`src/rtl/rstseq_pkg.sv`:
```
package rstseq_pkg;

  localparam int STAT_W = 3;

  localparam logic [STAT_W-1:0] CAUSE_EXT  = 3'b001;
  localparam logic [STAT_W-1:0] CAUSE_POR  = 3'b010;
  localparam logic [STAT_W-1:0] CAUSE_STOP = 3'b100;

  typedef enum logic [1:0] {
    ST_RUN     = 2'd0,
    ST_SYSRST  = 2'd1,
    ST_HOLD    = 2'd2,
    ST_STOPREC = 2'd3
  } seq_st_t;

endpackage

```
`src/rtl/rstseq_sync.sv`:
```
module rstseq_sync #(
  parameter int STAGES = 2
) (
  input  logic clk,
  input  logic rst_n,
  input  logic d_i,
  output logic q_o
);

  logic [STAGES-1:0] chain_q;
  logic [STAGES-1:0] chain_d;

  generate
    if (STAGES == 1) begin : g_single
      always_comb chain_d = d_i;
    end else begin : g_multi
      always_comb chain_d = {chain_q[STAGES-2:0], d_i};
    end
  endgenerate

  // idle level of the line is high
  always_ff @(posedge clk or negedge rst_n) begin
    if (!rst_n) chain_q <= '1;
    else        chain_q <= chain_d;
  end

  assign q_o = chain_q[STAGES-1];

endmodule

```
`src/rtl/rstseq_lowfilt.sv`:
```
module rstseq_lowfilt #(
  parameter int MIN_LOW = 4
) (
  input  logic clk,
  input  logic rst_n,
  input  logic en_i,
  input  logic lvl_i,
  output logic trig_o
);

  localparam int            CW   = $clog2(MIN_LOW + 1);
  localparam logic [CW-1:0] LAST = CW'(MIN_LOW - 1);

  logic [CW-1:0] low_q;
  logic [CW-1:0] low_d;

  always_comb begin
    low_d = low_q;
    if (!en_i || lvl_i)   low_d = '0;
    else if (low_q != LAST) low_d = low_q + 1'b1;
  end

  always_ff @(posedge clk or negedge rst_n) begin
    if (!rst_n) low_q <= '0;
    else        low_q <= low_d;
  end

  // fires on the MIN_LOW-th consecutive low sample
  assign trig_o = en_i && !lvl_i && (low_q == LAST);

endmodule

```
`src/rtl/rstseq_delay.sv`:
```
module rstseq_delay #(
  parameter int CW = 13
) (
  input  logic          clk,
  input  logic          rst_n,
  input  logic          clr_i,
  input  logic          en_i,
  input  logic [CW-1:0] limit_i,
  output logic          done_o
);

  logic [CW-1:0] cnt_q;
  logic [CW-1:0] cnt_d;

  always_comb begin
    cnt_d = cnt_q;
    if (clr_i)     cnt_d = '0;
    else if (en_i) cnt_d = cnt_q + 1'b1;
  end

  always_ff @(posedge clk or negedge rst_n) begin
    if (!rst_n) cnt_q <= '0;
    else        cnt_q <= cnt_d;
  end

  assign done_o = en_i && (cnt_q == limit_i - CW'(1));

endmodule

```
`src/rtl/rstseq_top.sv`:
```
module rstseq_top
  import rstseq_pkg::*;
#(
  parameter int SYNC_STAGES   = 2,
  parameter int FILT_MIN      = 4,
  parameter int RST_CYC       = 66,
  parameter int STOP_IPO_CYC  = 66,
  parameter int STOP_XTAL_CYC = 5000
) (
  input  logic              clk,
  input  logic              rst_n,
  input  logic              pin_rst_n_i,
  input  logic              por_req_i,
  input  logic              bo_req_i,
  input  logic              wdt_req_i,
  input  logic              dbg_req_i,
  input  logic              stop_wake_i,
  input  logic              xtal_en_i,
  input  logic              stat_rd_i,
  output logic              cpu_rst_o,
  output logic              sys_rst_o,
  output logic              pin_drive_o,
  output logic              osc_force_int_o,
  output logic              vec_fetch_o,
  output logic              dbg_clr_o,
  output logic [STAT_W-1:0] stat_o
);

  localparam int MAX_A   = (RST_CYC > STOP_IPO_CYC) ? RST_CYC : STOP_IPO_CYC;
  localparam int MAX_CYC = (MAX_A > STOP_XTAL_CYC) ? MAX_A : STOP_XTAL_CYC;
  localparam int CW      = $clog2(MAX_CYC + 1);

  seq_st_t           st_q, st_d;
  logic [STAT_W-1:0] stat_q, stat_d;
  logic              drv_q, drv_d;
  logic              dbgclr_q, dbgclr_d;
  logic              vf_q, vf_d;
  logic              xtal_q, xtal_d;

  logic              pin_s;
  logic              filt_en, ext_trig;
  logic              cnt_clr, cnt_en, cnt_done;
  logic [CW-1:0]     cnt_limit;
  logic              por_any, dbg_ok, int_req;

  rstseq_sync #(.STAGES(SYNC_STAGES)) u_sync (
    .clk   (clk),
    .rst_n (rst_n),
    .d_i   (pin_rst_n_i),
    .q_o   (pin_s)
  );

  // the line is only watched while this block is not driving it
  assign filt_en = (st_q == ST_RUN) || (st_q == ST_STOPREC);

  rstseq_lowfilt #(.MIN_LOW(FILT_MIN)) u_filt (
    .clk    (clk),
    .rst_n  (rst_n),
    .en_i   (filt_en),
    .lvl_i  (pin_s),
    .trig_o (ext_trig)
  );

  assign cnt_en    = (st_q == ST_SYSRST) || (st_q == ST_STOPREC);
  assign cnt_limit = (st_q == ST_STOPREC) ? (xtal_q ? CW'(STOP_XTAL_CYC) : CW'(STOP_IPO_CYC))
                                          : CW'(RST_CYC);

  rstseq_delay #(.CW(CW)) u_delay (
    .clk     (clk),
    .rst_n   (rst_n),
    .clr_i   (cnt_clr),
    .en_i    (cnt_en),
    .limit_i (cnt_limit),
    .done_o  (cnt_done)
  );

  assign por_any = por_req_i || bo_req_i;
  // a debugger request is taken once; it must drop before the reset ends
  assign dbg_ok  = dbg_req_i && (st_q != ST_SYSRST);
  assign int_req = por_any || wdt_req_i || dbg_ok;

  always_comb begin
    st_d     = st_q;
    stat_d   = stat_q;
    drv_d    = drv_q;
    xtal_d   = xtal_q;
    dbgclr_d = 1'b0;
    cnt_clr  = 1'b0;
    if (int_req) begin
      st_d     = ST_SYSRST;
      cnt_clr  = 1'b1;
      drv_d    = 1'b1;
      dbgclr_d = dbg_ok;
      if (por_any || dbg_ok)     stat_d = CAUSE_POR;
      else if (st_q != ST_SYSRST) stat_d = '0;
    end else if (ext_trig) begin
      st_d    = ST_SYSRST;
      cnt_clr = 1'b1;
      drv_d   = 1'b0;
      stat_d  = CAUSE_EXT;
    end else begin
      unique case (st_q)
        ST_RUN: begin
          if (stop_wake_i) begin
            st_d    = ST_STOPREC;
            cnt_clr = 1'b1;
            stat_d  = CAUSE_STOP;
            xtal_d  = xtal_en_i;
          end else if (stat_rd_i) begin
            stat_d = '0;
          end
        end
        ST_SYSRST: begin
          if (cnt_done) begin
            if (!drv_q && !pin_s) begin
              st_d = ST_HOLD;
            end else begin
              st_d  = ST_RUN;
              drv_d = 1'b0;
            end
          end
        end
        ST_HOLD: begin
          if (pin_s) st_d = ST_RUN;
        end
        ST_STOPREC: begin
          if (cnt_done) st_d = ST_RUN;
        end
        default: st_d = ST_SYSRST;
      endcase
    end
    vf_d = (st_d == ST_RUN) && (st_q != ST_RUN);
  end

  always_ff @(posedge clk or negedge rst_n) begin
    if (!rst_n) begin
      st_q     <= ST_SYSRST;
      stat_q   <= CAUSE_POR;
      drv_q    <= 1'b1;
      dbgclr_q <= 1'b0;
      vf_q     <= 1'b0;
      xtal_q   <= 1'b0;
    end else begin
      st_q     <= st_d;
      stat_q   <= stat_d;
      drv_q    <= drv_d;
      dbgclr_q <= dbgclr_d;
      vf_q     <= vf_d;
      xtal_q   <= xtal_d;
    end
  end

  assign cpu_rst_o       = (st_q != ST_RUN);
  assign sys_rst_o       = (st_q == ST_SYSRST) || (st_q == ST_HOLD);
  assign pin_drive_o     = (st_q == ST_SYSRST) && drv_q;
  assign osc_force_int_o = (st_q == ST_SYSRST) || (st_q == ST_HOLD) || (st_q == ST_STOPREC);
  assign vec_fetch_o     = vf_q;
  assign dbg_clr_o       = dbgclr_q;
  assign stat_o          = stat_q;

endmodule

```
`config.mk`:
```
export PLATFORM = sky130hd
export DESIGN_NAME = rstseq_top
export DESIGN_NICKNAME = d
export VERILOG_FILES = /design/src/rtl/rstseq_pkg.sv /design/src/rtl/rstseq_sync.sv /design/src/rtl/rstseq_lowfilt.sv /design/src/rtl/rstseq_delay.sv /design/src/rtl/rstseq_top.sv
export SDC_FILE = /design/constraint.sdc
export NUM_CORES = 1
export LEC_CHECK = 0
export ABC_AREA = 1
export BUFFER_PORTS_ARGS = -buffer_cell sky130_fd_sc_hd__buf_2
export CAP_MARGIN = 20
export CORE_MARGIN = 2
export CORE_UTILIZATION = 61
export DETAILED_ROUTE_END_ITERATION = 16
export PLACE_DENSITY = 0.81
export SYNTH_ARGS = -nofsm -noshare
export SYNTH_HDL_FRONTEND = slang
export SYNTH_SLANG_ARGS = --single-unit
export TNS_END_PERCENT = 30
```
`constraint.sdc`:
```
create_clock -name clk -period 5.2 [get_ports clk]
set_clock_uncertainty 0.15 [all_clocks]
set_input_delay 1.56 -clock clk [delete_from_list [all_inputs] [get_ports clk]]
set_output_delay 1.56 -clock clk [all_outputs]
set_load 0.005 [all_outputs]
```
==> flow_metrics.tcl, run 1 <==
set metrics [dict create \
    synth_enable_flop_cells 0 \
    instances_no_fill 244 \
    nets 233 \
    synth_fa_ha_area_share_pct 6.44 \
    min_from "u_sync.chain_q[0]" \
    status "finished clean" \
    antennaDiodeCount 0 \
    leakage_nw 0.830 \
    route.met2.wl_um 1630 \
    synth-simple-area-share_pct 29.1 \
    synth_top_family_by_area "simple AND/OR/NAND/NOR gates" \
    viasPerCell 5.55 \
    synth_flop_cell "dfrtp_1" \
    wl_met3_um 152 \
    muxShareOfSynthArea_pct 0.725 \
    ys_seq_area_share_pct 43.9 \
    multi_input_area_sq_um 727 \
    cts.clk_slew.worst_paths_ns 0.13 \
    holdCritPathClass "flip-flop to flip-flop" \
    gp_congestion 0.889 \
    hold_depth 0 \
    synth_xor_area_share_pct 0.564 \
    antenna_found_initial 0 \
    grt.overflow.total 0 \
    seqPwrFrac_pct 66.7 \
    dp.cells 240 \
    ctsResizeCount 0 \
    startpoint_type "flip-flop" \
    crit_slowest_cell "dfstp_2" \
    clk_path_buf_depth 2 \
    syn_inst 194 \
    worst-r2r-cell-count 10 \
    die_area_sq_mm 0.00297 \
    cp.required_ns 3.49 \
    async_flop_share_pct 100 \
    cp_max_fo 4 \
    root_buffer "clkbuf_4" \
    dr.pass1.iters 4 \
    seq_area_sq_um 682 \
    crit_path_end_kind "primary output" \
    grt_pass1_vias 1247 \
    syn_nets 212 \
    ios 19 \
    ys_warn_count 0 \
    cts_sinks 27 \
    rows 18 \
    start_util_pct 63.3 \
    ys_ff_latch 27 \
    fin_crit_ns 3.17 \
    fp.dieH_um 54.5 \
    drt_iter0_markers 33 \
    crit_type "flip-flop to primary output" \
    dp_slack_ns 2.11 \
    timing.fmax_mhz 316 \
    ant_nets 0 \
    synth_compound_area_share_pct 9.98 \
    grt_pass1_wl_um 5220 \
    r2r_end "u_delay.cnt_q[7]" \
    grt_max_degree 28 \
    slew_viol_final 0 \
    power_frac_clock_pct 27.8 \
    internal-power_mw 0.247 \
    nFillCells 194 \
    pwr_density_cell_mw_per_mm2 190 \
    setup_slack_ns 2.03 \
    cts_tree "built" \
    path_common_cell "inv_1" \
    arrival_ns 1.46 \
    synth.avg_cell_area_sq_um 8.01 \
    max-cap-violations 0 \
    critical_path.cell_chain "inv_1 -> ha_1 -> inv_1 -> buf_2" \
    area_growth_pct 8.78 \
    fin_setup_tns_ns 0 \
    track_usage_pct 24.9 \
    routedWlPerCell_um 12.9 \
    peakVddDrop_v 0.000172 \
    period_share_pct 60.9 \
    wl_met1_um 1280 \
    switchingPower_mw 0.0735 \
    hold_ws_ns 0.220 \
    via_count 1353 \
    critPathMaxStageDelay_ns 0.59 \
    drc 0 \
    setup_viol 0 \
    top_layer "met4" \
    fp.dieW_um 54.5 \
    max_slew_margin_pct 61.3 \
    holdBufCountCts 0 \
    hold_viol 0 \
    ys_types 30 \
    r2r_slack_ns 2.91 \
    p_comb_share_pct 5.5 \
    numCtsBuffers 3 \
    hpwlAfterDp_um 2490 \
    post_cts_buffers 0 \
    finalPower_mw 0.321 \
    core_sq_mm 0.00245 \
    clk_latency_ns 0.33 \
    swShare_pct 22.9 \
    holdPathEnd "u_sync.chain_q[1]" \
    r2r-start "st_q[0]" \
    rsz0062_at_grt "false" \
    htreeDepth 1 \
    port_buffers 18 \
    syn_area_sq_mm 0.00155 \
    routed_wl_um 3150 \
    max_slew.worst_pin.slew_ns 0.580 \
    drive_above_1_share_pct 19.6 \
]
==> synthesized netlist by cell type (2+ instances only) <==
library cell,number,area share (%)
nand2_1,37,8.9
inv_1,31,7.5
dfrtp_1,22,35
nor2_1,18,4.3
nand3_1,16,5.2
a21oi_1,13,4.2
ha_1,8,6.4
nor3_1,7,2.3
o21ai_0,7,2.3
dfstp_2,5,8.5
nand2_2,4,1.6
nand4_1,4,1.6
nor4_1,3,1.2
nand2_4,2,1.4
nor2_4,2,1.4
==> per-stage QoR <==
stage	utilization (%)	cell area (sq um)
6_report	68.9	1690
3_5_place_dp	67.7	1660
2_1_floorplan	-	1550
5_1_grt	68.9	1690
4_1_cts	68.9	1690
3_3_place_gp	67.7	1660
==> state kept, by name (all words and copies together), names as in the netlist <==
| register | count |
|---|---|
| u_delay.cnt_q | 13 |
| stat_o | 3 |
| u_filt.low_q | 3 |
| st_q | 2 |
| u_sync.chain_q | 2 |
| dbg_clr_o | 1 |
| drv_q | 1 |
| vec_fetch_o | 1 |
| xtal_q | 1 |
==> worst max path at each step <==
stage / startpoint / end / slack, ns / cells after the start
2_1_floorplan: st_q[0] / osc_force_int_o / 2.48 / 4
3_3_place_gp: bo_req_i / u_delay.cnt_q[7] / 2.17 / 10
3_5_place_dp: bo_req_i / u_delay.cnt_q[7] / 2.11 / 10
4_1_cts: st_q[0] / cpu_rst_o / 2.04 / 4
5_1_grt: st_q[0] / osc_force_int_o / 1.95 / 4
6_report: st_q[0] / cpu_rst_o / 2.03 / 4
==> power groups by stage <==
| stage | Combinational, mW | Sequential, mW | Clock, mW |
|---|---|---|---|
| after CTS | 0.0182 | 0.214 | 0.0929 |
| after detailed placement | 0.0181 | 0.218 | 0 |
| final | 0.0177 | 0.214 | 0.0892 |
| after floorplan | 0.00836 | 0.217 | 0 |
| after global placement | 0.0176 | 0.218 | 0 |
| after global routing | 0.0202 | 0.214 | 0.0995 |
==> cell type report <==
class | count | area share (%)
Multi-Input combinational cell | 132 | 43.0
Sequential cell | 27 | 40.3
Inverter | 33 | 7.48
Timing Repair Buffer | 18 | 5.33
Tap cell | 30 | 2.22
Clock buffer | 3 | 1.33
Clock inverter | 1 | 0.296
==> cell families after synthesis <==
group / count (synthesis)
mux: 1
compound gates: 27
xor+xnor: 1
fa+ha+maj: 8
buf+inv: 35
simple gates: 95
flops: 27
==> layout by cell type (no fill, tap or decap), types with 3 or more instances in the layout <==
cell type | synthesis | routed
nor2_1 | 18 | 18
dfrtp_1 | 22 | 22
inv_1 | 31 | 31
nand2_2 | 4 | 4
o21ai_0 | 7 | 7
buf_2 | 0 | 18
ha_1 | 8 | 8
nand4_1 | 4 | 4
clkbuf_4 | 0 | 3
nor3_1 | 7 | 7
nor4_1 | 3 | 3
nand3_1 | 16 | 16
a21oi_1 | 13 | 13
dfstp_2 | 5 | 5
nand2_1 | 37 | 37
==> routing by layer <==
layer,vias to the layer above,track usage (%)
li1,673,-
met2,46,44.0
met5,-,0
met1,626,29.2
met3,8,2.73
met4,0,13.8
==> worst max-delay path: cells and delay by family (launching register included) <==
family,cells,cell delay [ns]
adder cells (fa/ha/maj),1,0.24
flip-flops,1,0.59
buffers and inverters,3,0.30
Power figures use the tool's default switching activity.
==> inputs of run 2 (changes only) <==
CORE_UTILIZATION = 57   (was 61)
PLACE_DENSITY = 0.76   (was 0.81)
clock period = 3 ns   (was 5.2 ns; I/O delays follow)
==> run 2 against run 1 <==
  * Final cell count is the same
  * Setup slack got worse by 1.5 ns
  * Via count down 2.2%
  * Core utilization fell by 1.9 points
  * Design area about the same
  * Die area rose by 6.5%
  * Clock power rose by 75%
  * Total power is 74% higher
  * Sequential share of layout area about the same
  * Register-to-register slack got worse by 2.1 ns
==> flow_metrics.tcl, run 2 (synthesized netlist as in run 1, its figures left out) <==
set metrics [dict create \
    crit_type "flip-flop to primary output" \
    htreeDepth 1 \
    track_usage_pct 21.9 \
    rows 18 \
    arrival_ns 1.43 \
    drc 0 \
    grt_pass1_vias 1317 \
    cts.clk_slew.worst_paths_ns 0.14 \
    r2r-start "st_q[0]" \
    worst-r2r-cell-count 8 \
    pwr_density_cell_mw_per_mm2 330 \
    min_from "u_sync.chain_q[0]" \
    nFillCells 217 \
    clk_path_buf_depth 2 \
    start_util_pct 61.6 \
    fin_setup_tns_ns 0 \
    drive_above_1_share_pct 19.2 \
    routedWlPerCell_um 13.2 \
    ios 19 \
    max-cap-violations 0 \
    final_common_cell "nand2_1" \
    ctsResizeCount 0 \
    leakage_nw 0.828 \
    grt_pass1_wl_um 5550 \
    largest-register "u_delay.cnt_q" \
    grt_max_degree 28 \
    timing.fmax_mhz 404 \
    mostFrequentLayoutCells "nand2_1, inv_1, dfrtp_1" \
    cts_sinks 27 \
    fp.dieH_um 56.2 \
    gp_congestion 0.911 \
    dr.pass1.iters 4 \
    antenna_found_initial 0 \
    port_buffers 18 \
    via_count 1323 \
    cp.required_ns 1.95 \
    post_cts_buffers 0 \
    hold_viol 0 \
    area_growth_pct 8.70 \
    hpwlAfterDp_um 2510 \
    numCtsBuffers 3 \
    holdBufCountCts 0 \
    die_area_sq_mm 0.00316 \
    startpoint_type "flip-flop" \
    rsz0062_at_grt "false" \
    core_sq_mm 0.00252 \
    cts_tree "built" \
    r2r_slack_ns 0.77 \
    viasPerCell 5.42 \
    finalPower_mw 0.558 \
    r2r_end "xtal_q" \
    antennaDiodeCount 0 \
    holdPathEnd "u_sync.chain_q[1]" \
    crit_path_end_kind "primary output" \
    drt_iter0_markers 65 \
    root_buffer "clkbuf_4" \
    period_share_pct 82.6 \
    peakVddDrop_v 0.000270 \
    dp_slack_ns 0.572 \
    fp.dieW_um 56.2 \
    fin_crit_ns 2.48 \
    grt.overflow.total 0 \
    largest_reg_flops 13 \
    holdCritPathClass "flip-flop to flip-flop" \
    setup_slack_ns 0.522 \
    hold_depth 0 \
    slew_viol_final 0 \
    routed_wl_um 3220 \
    crit_start "st_q[0]" \
    setup_viol 0 \
    ant_nets 0 \
    clk_latency_ns 0.32 \
    cp_max_fo 4 \
    nets 233 \
    status "finished clean" \
    max_slew.worst_pin.slew_ns 0.599 \
    max_slew_margin_pct 60.1 \
]
==> run 2: cell count changes in the layout (fill, tap and decap cells not counted), sizes merged <==
cell,previous run,this run
clkbuf,3,4
clkinv,1,0
==> run 2: report_power, final <==
part / total (mW) / leakage (nW) / switching, mW / internal [mW]
Combinational: 0.0309 / 0.453 / 0.0209 / 0.00999
Sequential: 0.371 / 0.360 / 0.00202 / 0.369
Clock: 0.156 / 0.0150 / 0.104 / 0.0520
==> run 2: worst max-delay path, stage by stage, from the launching register on <==
cell and delay, ns:
dfstp_2 0.57, inv_1 0.09, ha_1 0.32, buf_2 0.13
==> run 2: area by class of cell <==
| type | instances | area, sq um | area share [%] |
|---|---|---|---|
| well taps | 30 | 37.5 | 2.22 |
| multi-input cells | 132 | 727 | 43.0 |
| inverters | 33 | 126 | 7.48 |
| repair buffers | 18 | 90.1 | 5.33 |
| flip-flops and latches | 27 | 682 | 40.4 |
| clock buffers | 4 | 26.3 | 1.56 |
==> run 2: per-stage QoR <==
step	hold slack, ns	cells	utilization, %	instance area (sq um)
global route	0.232	244	67.0	1690
CTS	0.223	244	67.0	1690
global placement	0.200	240	65.9	1660
detailed placement	0.197	240	65.9	1660
floorplan	0.195	194	-	1550
finish	0.220	244	67.0	1690
==> run 2: worst max-delay path by stage <==
| stage | end | slack (ns) | cells past startpoint |
|---|---|---|---|
| 3_5_place_dp | u_delay.cnt_q[7] | 0.57 | 10 |
| 6_report | sys_rst_o | 0.52 | 3 |
| 2_1_floorplan | osc_force_int_o | 0.94 | 4 |
| 4_1_cts | sys_rst_o | 0.52 | 3 |
| 3_3_place_gp | u_delay.cnt_q[7] | 0.63 | 10 |
| 5_1_grt | cpu_rst_o | 0.41 | 4 |
==> run 2: routing by layer <==
metal  GRT usage [%]  up-vias  wire length [um]
met4            6.80        0                37
li1                -      672                 -
met5               0        -                 0
met1            27.4      602              1400
met2            39.2       43              1630
met3            2.33        6               156
==> inputs of run 3 (changes only) <==
ABC_AREA = 0   (was 1)
CORE_UTILIZATION = 56   (was 57)
clock period = 2.3 ns   (was 3 ns; I/O delays follow)
==> run 3 against run 2 <==
  * Core utilization is 2.9 points higher
  * Sequential power is 31% higher
  * Total power is 32% higher
  * Setup slack lost 0.47 ns
  * Via count fell by 11%
  * Clock power grew 36%
  * Critical path type unchanged
  * Critical endpoint is now pin_drive_o
==> flow_metrics.tcl, run 3 <==
set metrics [dict create \
    status "finished clean" \
    ys_ff_latch 27 \
    postLayoutCellArea_sq_mm 0.00173 \
    htreeDepth 1 \
    p_comb_share_pct 5.3 \
    synth_top_cell_by_area "dfrtp_1" \
    holdBufCountCts 0 \
    gp_congestion 0.888 \
    switchingPower_mw 0.175 \
    cts_sinks 27 \
    timing.fmax_mhz 444 \
    seqPwrFrac_pct 65.9 \
    dr.pass1.iters 4 \
    nFillCells 185 \
    grt_max_degree 28 \
    viasPerCell 5.68 \
    internal-power_mw 0.562 \
    cts.clk_slew.worst_paths_ns 0.15 \
    fp.dieH_um 55.3 \
    setup_viol 0 \
    ant_nets 0 \
    final_common_cell "nor2_1" \
    start_util_pct 59.5 \
    yosysMostFrequentCell "nor2_1" \
    die_area_sq_mm 0.00306 \
    syn_nets 166 \
    mostFrequentLayoutCells "nor2_1, dfrtp_1, buf_2" \
    crit_type "flip-flop to primary output" \
    root_buffer "clkbuf_4" \
    hold_ws_ns 0.182 \
    holdCritPathClass "input pin to async pin" \
    ys_warn_count 0 \
    post_dp_cell_area_sq_mm 0.00163 \
    startpoint_type "flip-flop" \
    clk_path_buf_depth 2 \
    dp.cells 198 \
    grt.overflow.total 0 \
    routedWlPerCell_um 14.5 \
    synth.avg_cell_area_sq_um 9.96 \
    critical_path.cell_chain "ha_4 -> buf_6 -> and2_1 -> buf_2" \
    ios 19 \
    antennaDiodeCount 0 \
    rsz0062_at_grt "true" \
    hold_viol 0 \
    final_util_pct 69.8 \
    slew_viol_final 0 \
    r2r_end "xtal_q" \
    largest-register "u_delay.cnt_q" \
    pwr_density_cell_mw_per_mm2 425 \
    worst-r2r-cell-count 7 \
    swShare_pct 23.7 \
    routed_wl_um 2980 \
    critical_path_buf_inv_count 2 \
    fin_crit_ns 2.25 \
    crit_slowest_cell "dfstp_2" \
    drc 0 \
    via_count 1171 \
    drt_iter0_markers 45 \
    grt_pass1_wl_um 5000 \
    r2r_slack_ns 0.07 \
    period_share_pct 97.9 \
    core_sq_mm 0.00248 \
    critPathMaxStageDelay_ns 0.61 \
    cp.required_ns 1.46 \
    max-cap-violations 0 \
    rows 18 \
    r2r-start "st_q[0]" \
    synth_flop_cell "dfrtp_1" \
    clk_latency_ns 0.33 \
    synth_area_leaders "dfrtp_1, dfstp_2, ha_1" \
    arrival_ns 1.41 \
    syn_inst 148 \
    track_usage_pct 20.2 \
    fp.dieW_um 55.3 \
    nets 195 \
    path_delay_family "flip-flops" \
    hpwlAfterDp_um 2120 \
    antenna_found_initial 0 \
    drive_above_1_share_pct 28.4 \
    crit_path_end_kind "primary output" \
    synth_top_area_share_pct 37.4 \
    syn_area_sq_mm 0.00147 \
    multi_input_area_sq_um 785 \
    ys_seq_area_share_pct 46.3 \
    power_frac_clock_pct 28.8 \
    cts_tree "built" \
    peakVddDrop_v 0.000341 \
    numCtsBuffers 3 \
    fin_setup_tns_ns 0 \
    port_buffers 18 \
    area_growth_pct 17.4 \
    instances_no_fill 206 \
    seq_area_sq_um 682 \
    largest_reg_flops 13 \
    ys_types 38 \
    async_flop_share_pct 100 \
    synth_enable_flop_cells 0 \
    leakage_nw 0.759 \
    cp_max_fo 9 \
    grt_pass1_vias 1158 \
    max_slew_margin_pct 61.4 \
    yosys-top-cells-count "nor2_1, dfrtp_1, nand2_1" \
    max_slew.worst_pin.slew_ns 0.579 \
]
-- run 3: cell count changes after synthesis, moves of 4 or more --
cell | previous run | this run
a21oi_1 | 13 | 5
inv_1 | 31 | 7
nand2_1 | 37 | 15
nand2_2 | 4 | 0
nand3_1 | 16 | 3
nor2_1 | 18 | 24
xnor2_1 | 0 | 7
xor2_1 | 1 | 6
-- run 3: kinds of logic after synthesis --
group                      share of synthesized area (%)
buffers and inverters                               3.06
and+or+nand+nor                                     23.7
muxes                                               1.44
adders and majority gates                           6.79
xor gates and xnor gates                            7.73
AOI/OAI and AO/OA                                   11.0
DFF                                                 46.3
-- run 3: worst reg2reg max path, cell delays in order (launching register included) --
cell	delay, ns
dfstp_2	0.61
inv_2	0.07
ha_4	0.29
nor2_1	0.06
nand2_1	0.09
nor3b_4	0.19
or3b_1	0.39
mux2_2	0.29
-- run 3: timing repair --
| item | CTS | global route |
|---|---|---|
| pin swaps | 1 | 4 |
| setup endpoints to repair | 2 | 3 |
| endpoints found under the hold margin | 0 | 0 |
| gates resized for setup | 6 | 3 |
| setup buffers | 3 | 2 |
-- run 3: power by group through the flow --
stage	sequential (mW)	combinational [mW]	clock (mW)
global route	0.486	0.0441	0.236
detailed placement	0.494	0.0392	0
CTS	0.485	0.0393	0.218
finish	0.485	0.0389	0.212
floorplan	0.493	0.0143	0
global placement	0.493	0.0379	0
-- run 3: cell type report --
type | count | share of cell area, %
multi-input combinational | 110 | 45.3
timing repair buffer | 28 | 9.98
clock buffer | 3 | 1.30
tap | 30 | 2.17
clock inverter | 1 | 0.289
sequential | 27 | 39.4
inverter | 7 | 1.52
-- run 3: how the worst max path moves through the flow --
stage / startpoint / endpoint / slack [ns] / cells past startpoint
after floorplan: st_q[0] / xtal_q / 0.06 / 7
after global placement: bo_req_i / xtal_q / 0.13 / 6
after detailed placement: bo_req_i / xtal_q / 0.05 / 6
after CTS: st_q[0] / pin_drive_o / 0.02 / 4
after global routing: st_q[0] / xtal_q / -0.008 / 7
final: st_q[0] / pin_drive_o / 0.05 / 4
-- run 3: metal layers --
| layer | vias up | global-route usage [%] | share of wire, % | routed length [um] |
|---|---|---|---|---|
| met5 | - | 0 | 0 | 0 |
| met4 | 0 | 8.01 | 1.8 | 54 |
| met3 | 8 | 3.75 | 4.5 | 135 |
| met2 | 38 | 32.5 | 46 | 1380 |
| met1 | 561 | 27.0 | 48 | 1420 |
| li1 | 564 | - | - | - |
-- run 3: metrics by stage --
step                      setup WS [ns]  total power [mW]
after floorplan                  0.0632             0.507
after global placement            0.132             0.531
after detailed placement         0.0540             0.533
after CTS                        0.0230             0.743
after global routing           -0.00769             0.766
final                            0.0481             0.736
